<file path="src/rtl/pwm_outstage_pkg.sv">
package pwm_outstage_pkg;
   typedef enum logic [1:0] {
      ACT_SET  = 2'd0,
      ACT_CLR  = 2'd1,
      ACT_INV  = 2'd2,
      ACT_KEEP = 2'd3
   } line_act_e;

   // Apply one event's action to the line when that event fired.
   function automatic logic apply_act(input logic cur, input logic fire, input logic [1:0] code);
      logic res;
      res = cur;
      if (fire) begin
         case (line_act_e'(code))
            ACT_SET:  res = 1'b1;
            ACT_CLR:  res = 1'b0;
            ACT_INV:  res = ~cur;
            default:  res = cur;
         endcase
      end
      return res;
   endfunction
endpackage

</file>
<file path="src/rtl/pwm_os_line.sv">
module pwm_os_line
   import pwm_outstage_pkg::*;
(
   input  logic       clk,
   input  logic       rst_n,
   input  logic       enable,
   input  logic       ovf_evt,
   input  logic       unf_evt,
   input  logic       cmp_evt,
   input  logic [1:0] ovf_act,
   input  logic [1:0] unf_act,
   input  logic [1:0] cmp_act,
   output logic       line
);
   logic after_ovf, after_unf, line_nxt;

   // Fixed order: overflow, underflow, then compare match
   always_comb begin
      after_ovf = apply_act(line, ovf_evt, ovf_act);
      after_unf = apply_act(after_ovf, unf_evt, unf_act);
      line_nxt  = apply_act(after_unf, cmp_evt, cmp_act);
   end

   always_ff @(posedge clk or negedge rst_n) begin
      if (!rst_n)       line <= 1'b0;
      else if (!enable) line <= 1'b0;
      else              line <= line_nxt;
   end
endmodule

</file>
<file path="src/rtl/pwm_os_dtime.sv">
module pwm_os_dtime #(
   parameter int DT_W = 8
) (
   input  logic            clk,
   input  logic            rst_n,
   input  logic            enable,
   input  logic            line,
   input  logic [DT_W-1:0] dt_len,
   output logic            on_true,
   output logic            on_compl
);
   logic            line_d;
   logic [DT_W-1:0] remain;
   logic            line_edge, hold_off;

   assign line_edge = line ^ line_d;
   assign hold_off  = (line_edge && (dt_len != '0)) || (remain != '0);

   always_ff @(posedge clk or negedge rst_n) begin
      if (!rst_n) begin
         line_d <= 1'b0;
         remain <= '0;
      end else if (!enable) begin
         line_d <= 1'b0;
         remain <= '0;
      end else begin
         line_d <= line;
         if (line_edge)
            remain <= (dt_len == '0) ? '0 : dt_len - 1'b1;
         else if (remain != '0)
            remain <= remain - 1'b1;
      end
   end

   assign on_true  =  line && !hold_off;
   assign on_compl = !line && !hold_off;
endmodule

</file>
<file path="src/rtl/pwm_os_kill.sv">
module pwm_os_kill (
   input  logic clk,
   input  logic rst_n,
   input  logic enable,
   input  logic kill_in,
   input  logic kill_sync,
   input  logic kill_stop,
   input  logic tc_evt,
   output logic blank,
   output logic stop_req
);
   logic kill_d, latched, rise;

   assign rise = kill_in && !kill_d;

   always_ff @(posedge clk or negedge rst_n) begin
      if (!rst_n) begin
         kill_d  <= 1'b0;
         latched <= 1'b0;
      end else begin
         kill_d <= kill_in;
         if (!enable)                           latched <= 1'b0;
         else if (kill_sync && !kill_stop && rise) latched <= 1'b1;
         else if (tc_evt)                       latched <= 1'b0;
      end
   end

   always_comb begin
      if (kill_stop)      blank = 1'b0;
      else if (kill_sync) blank = latched || rise;
      else                blank = kill_in;
   end

   assign stop_req = enable && kill_stop && rise;
endmodule

</file>
<file path="src/rtl/pwm_outstage.sv">
module pwm_outstage #(
   parameter int DT_W   = 8,
   parameter bit HAS_DT = 1'b1
) (
   input  logic            clk,
   input  logic            rst_n,
   input  logic            enable,
   input  logic            ovf_evt,
   input  logic            unf_evt,
   input  logic            cmp_evt,
   input  logic            tc_evt,
   input  logic [1:0]      ovf_act,
   input  logic [1:0]      unf_act,
   input  logic [1:0]      cmp_act,
   input  logic            kill_in,
   input  logic            kill_sync,
   input  logic            kill_stop,
   input  logic            dt_en,
   input  logic [DT_W-1:0] dt_len,
   input  logic            inv_true,
   input  logic            inv_compl,
   output logic            out_true,
   output logic            out_compl,
   output logic            stop_req
);
   localparam int DT_MAX = (1 << DT_W) - 1;

   if (DT_W < 1 || DT_W > 16) begin : g_bad_width
      $error("pwm_outstage: DT_W must lie in 1..16");
   end

   logic            line_q, on_t, on_c, kill_blank, drive_ok;
   logic [DT_W-1:0] dt_eff;

   assign dt_eff = dt_en ? dt_len : '0;

   pwm_os_line u_line (
      .clk(clk), .rst_n(rst_n), .enable(enable),
      .ovf_evt(ovf_evt), .unf_evt(unf_evt), .cmp_evt(cmp_evt),
      .ovf_act(ovf_act), .unf_act(unf_act), .cmp_act(cmp_act),
      .line(line_q)
   );

   if (HAS_DT) begin : g_dt
      pwm_os_dtime #(.DT_W(DT_W)) u_dt (
         .clk(clk), .rst_n(rst_n), .enable(enable), .line(line_q),
         .dt_len(dt_eff), .on_true(on_t), .on_compl(on_c)
      );
   end else begin : g_nodt
      logic unused_dt;
      assign unused_dt = ^{dt_eff, DT_MAX[0]};
      assign on_t = line_q;
      assign on_c = !line_q;
   end

   pwm_os_kill u_kill (
      .clk(clk), .rst_n(rst_n), .enable(enable), .kill_in(kill_in),
      .kill_sync(kill_sync), .kill_stop(kill_stop), .tc_evt(tc_evt),
      .blank(kill_blank), .stop_req(stop_req)
   );

   assign drive_ok  = enable && !kill_blank;
   // Polarity applied last: it also fixes the idle level
   assign out_true  = (drive_ok && on_t) ^ inv_true;
   assign out_compl = (drive_ok && on_c) ^ inv_compl;
endmodule

</file>
<file path="config.mk">
export PLATFORM = sky130hd
export DESIGN_NAME = pwm_outstage
export DESIGN_NICKNAME = d
export VERILOG_FILES = /design/src/rtl/pwm_outstage_pkg.sv /design/src/rtl/pwm_os_line.sv /design/src/rtl/pwm_os_dtime.sv /design/src/rtl/pwm_os_kill.sv /design/src/rtl/pwm_outstage.sv
export SDC_FILE = /design/constraint.sdc
export NUM_CORES = 1
export LEC_CHECK = 0
export ABC_CLOCK_PERIOD_IN_PS = 5400
export BUFFER_PORTS_ARGS = -buffer_cell sky130_fd_sc_hd__buf_2
export CORE_ASPECT_RATIO = 0.6
export CORE_MARGIN = 5
export CORE_UTILIZATION = 45
export DETAILED_ROUTE_END_ITERATION = 8
export HOLD_SLACK_MARGIN = 0.1
export PLACE_DENSITY = 0.77
export SYNTH_ARGS = -nofsm -noshare
export SYNTH_HDL_FRONTEND = slang
export SYNTH_HIERARCHICAL = 1
export SYNTH_SLANG_ARGS = --single-unit
export TNS_END_PERCENT = 20
</file>
<file path="constraint.sdc">
create_clock -name clk -period 5.4 [get_ports clk]
set_clock_uncertainty 0.05 [all_clocks]
set_input_delay 0.81 -clock clk [delete_from_list [all_inputs] [get_ports clk]]
set_output_delay 0.81 -clock clk [all_outputs]
set_load 0.005 [all_outputs]
</file>
==> results.md <==
* Syn Area/Cell at roughly 9.2 µm²
* Max VDD drop at about 0.32 mV
* Final Hold Fails at 0
* Fillers at 202
* Number of antenna diodes at 0
* Commonest non-fill, non-tap cell in the layout: buf_2
* Placed cell area at 1270 µm²
* Sequential cell area at approximately 300 µm²
* Most frequent cells in the layout: buf_2 (29), dfrtp_1 (12), and2_1 (9), xor2_1 (9)
* Post-CTS setup buffer count at 0
* Cell accounting for the most synthesized area: dfrtp_1
* TritonCTS clock tree: built
* Area grow syn2layout at 20.18%
* Ys async rst share at 100.0%
* Post-DRT Antenna Nets at 0
* Worst-Skew Late Latency at between 200 and 250 ps
* WP data arrival at around 2500 ps
* Post-synthesis sequential area ratio at 27.52%
* Die X-Extent at roughly 74 µm
* First-pass GRT wire length at about 4300 µm
* Cell variety after synth at 41
* Synth Area in Simple Gates at roughly a third
* Outcome: finished clean
* Yosys reg bits at 12
* Synthesized-area fraction occupied by adder cells at around 4.6%
* Crit Path Category: in -> out
* Initial antenna violation count at 0
* Synth Area in Compound Gates at about 18%
* PD cells at 415.1 nW/µm²
* CP Max Fanout at 9
* Gate Count Post-Synth at around 120
* Min-Delay Path Class: in -> async
* Slew headroom at about two thirds
* Critical Path RT at approximately 4500 ps
* Synthesized cell area at 1091 µm²
* Initial Util at 48.61%
* Number of global-route vias before repair at between 900 and 1000
* Finished Cell Area at around 1300 µm²
* Number of max-cap violations at 0
* WL final at between 2000 and 3000 µm
* Pins Over Slew Limit at 0
* Global route overflow at 0
* Pin count of the biggest net entering global routing at 16
* Vias per cell at ~5.3
* Largest family of logic cells by synthesized area: simple AND/OR/NAND/NOR gates
* Final setup viols at 0
* Resized cells post-CTS at 0
* Fin crit share at 62.19%
* Clock sinks at 12
* Placeable Area at 2245 µm²
* Hold_buf cts at 0
* Routed vias at approximately 950
* Least-Margin Pin Slew at 512.9 ps
* Area share of the largest cell type after synthesis at ~28%
* Synth Area in XOR/XNOR at a little under an eighth
* Die area at about 3500 µm²
* Hpwl dp at about 2100 µm
* Total GRT Usage at approximately 17%
* Top FF cell, synth: dfrtp_1
* DR WL/cell at about 15 µm
* CTS Buf Count at 3
* Pre-Repair DR Iteration Count at 4
* # IOs at 30
* Port bufs at 29
* Setup TNS at 0 ps
* H-Tree Depth at 1
* Minimum clock period at approximately 3400 ps
* RePlAce Congestion at ~1
* Max Freq at 297.8 MHz
* CP Launch Type: primary input
* Ys Warns at 6
* Leakage at 0.6161 nW
* Chip Height at approximately 48 µm
* Crit end category: primary output
* Site row count at 13
* # DRC at 0
* Clk slew on worst S/H paths at roughly 50 ps
* Fin nets at approximately 180
* Net Count, Synth at between 100 and 150
* Root Buffer: clkbuf_8
* Unrepaired setup endpoints after global routing: false
* Synth area leaders: dfrtp_1 (28%), xor2_1 (7.2%), and2_1 (5.2%)
* Initial DRC count at 70
* Tot Pwr at around 0.00054 W
* Multi-input logic area at 760.7 µm²
* Post-synth EDFFs at 0
* Mux contribution to synthesized area at about 1.8%
* CTS Buffer Depth at 2
* Share of layout cells above drive strength 1 at 30.87%
-- worst max-delay path: stages --
cell and delay (ps):
buf_2 130, and2_1 170, inv_1 90, ha_1 160, nor3b_1 360, a21oi_4 150, nor3b_1 240, nand3b_1 110
xnor2_1 130, buf_2 120
-- cell type report --
class	instances	share of cell area (%)
Clock buffer	3	3.149
Inverter	7	2.004
Multi-Input combinational cell	98	58.02
Sequential cell	12	22.90
Tap cell	30	2.863
Timing Repair Buffer	29	11.07
-- power breakdown --
group	leakage [nW]	internal (W)	switching, W
Combinational	0.437	0.000141	0.000164
Clock	0.0216	0.0000486	0.0000272
Sequential	0.157	0.000120	0.0000430
Total	0.616	0.000310	0.000234
-- registers in the layout, indices dropped and copies added (netlist names) --
| name | count |
|---|---|
| u_kill/latched | 1 |
| g_dt.u_dt/line_d | 1 |
| g_dt.u_dt/remain | 8 |
| u_kill/kill_d | 1 |
| u_line/line | 1 |
-- layer usage --
metal  part of all wire [%]  track usage (%)  wire length [µm]
met5                      0                0                 0
met4                   0.30            3.249                 8
met3                    6.3            4.321               166
met2                     46            25.88              1217
met1                     47            24.38              1238
-- stage by stage --
stage / setup WS [ps] / instances / utilization, % / hold WS, ps
4_1_cts: 2064 / 179 / 58.42 / 401.5
2_1_floorplan: 2419 / 118 / - / 464.4
5_1_grt: 1931 / 179 / 58.42 / 413.1
3_3_place_gp: 2136 / 176 / 56.58 / 527.3
6_report: 2042 / 179 / 58.42 / 402.1
3_5_place_dp: 2070 / 176 / 56.58 / 525.5
-- path summary, 6_finish.rpt --
path / startpoint / endpoint / slack (ps) / cells after the start
worst max-delay path: dt_en / out_true / 2040 / 10
worst min-delay path: rst_n / g_dt.u_dt/remain[2]$_DFFE_PN0P_ / 400 / 1
worst max register to register: g_dt.u_dt/remain[5]$_DFFE_PN0P_ / g_dt.u_dt/remain[1]$_DFFE_PN0P_ / 3780 / 4
worst min register to register: g_dt.u_dt/remain[7]$_DFFE_PN0P_ / g_dt.u_dt/remain[7]$_DFFE_PN0P_ / 540 / 2
max in group asynchronous: rst_n / g_dt.u_dt/remain[5]$_DFFE_PN0P_ / 4670 / 1
min in group clk: g_dt.u_dt/remain[7]$_DFFE_PN0P_ / g_dt.u_dt/remain[7]$_DFFE_PN0P_ / 540 / 2
-- cells by family (layout without fill, tap and decap cells) --
logic type               count (synthesis)  after routing
multiplexers                             2              2
AND/OR/NAND/NOR                         54             54
AO/OA/AOI/OAI                           24             24
XOR/XNOR                                14             14
flip-flops                              12             12
buffers and inverters                    8             39
adder cells (fa/ha/maj)                  4              4
-- synthesized netlist by cell type (2+ instances only) --
master,n
dfrtp_1,12
and2_1,9
xor2_1,9
nand2_1,8
nor2_1,8
inv_1,7
ha_1,4
nand3_1,4
nand3b_1,4
nor3_1,4
nor3b_1,4
xnor2_1,4
a21oi_1,3
a22oi_1,3
nor2b_1,3
o21a_1,3
a32o_1,2
mux2i_1,2
nor4_4,2
o22ai_1,2
Note: power is estimated with default switching activity, not from simulation.
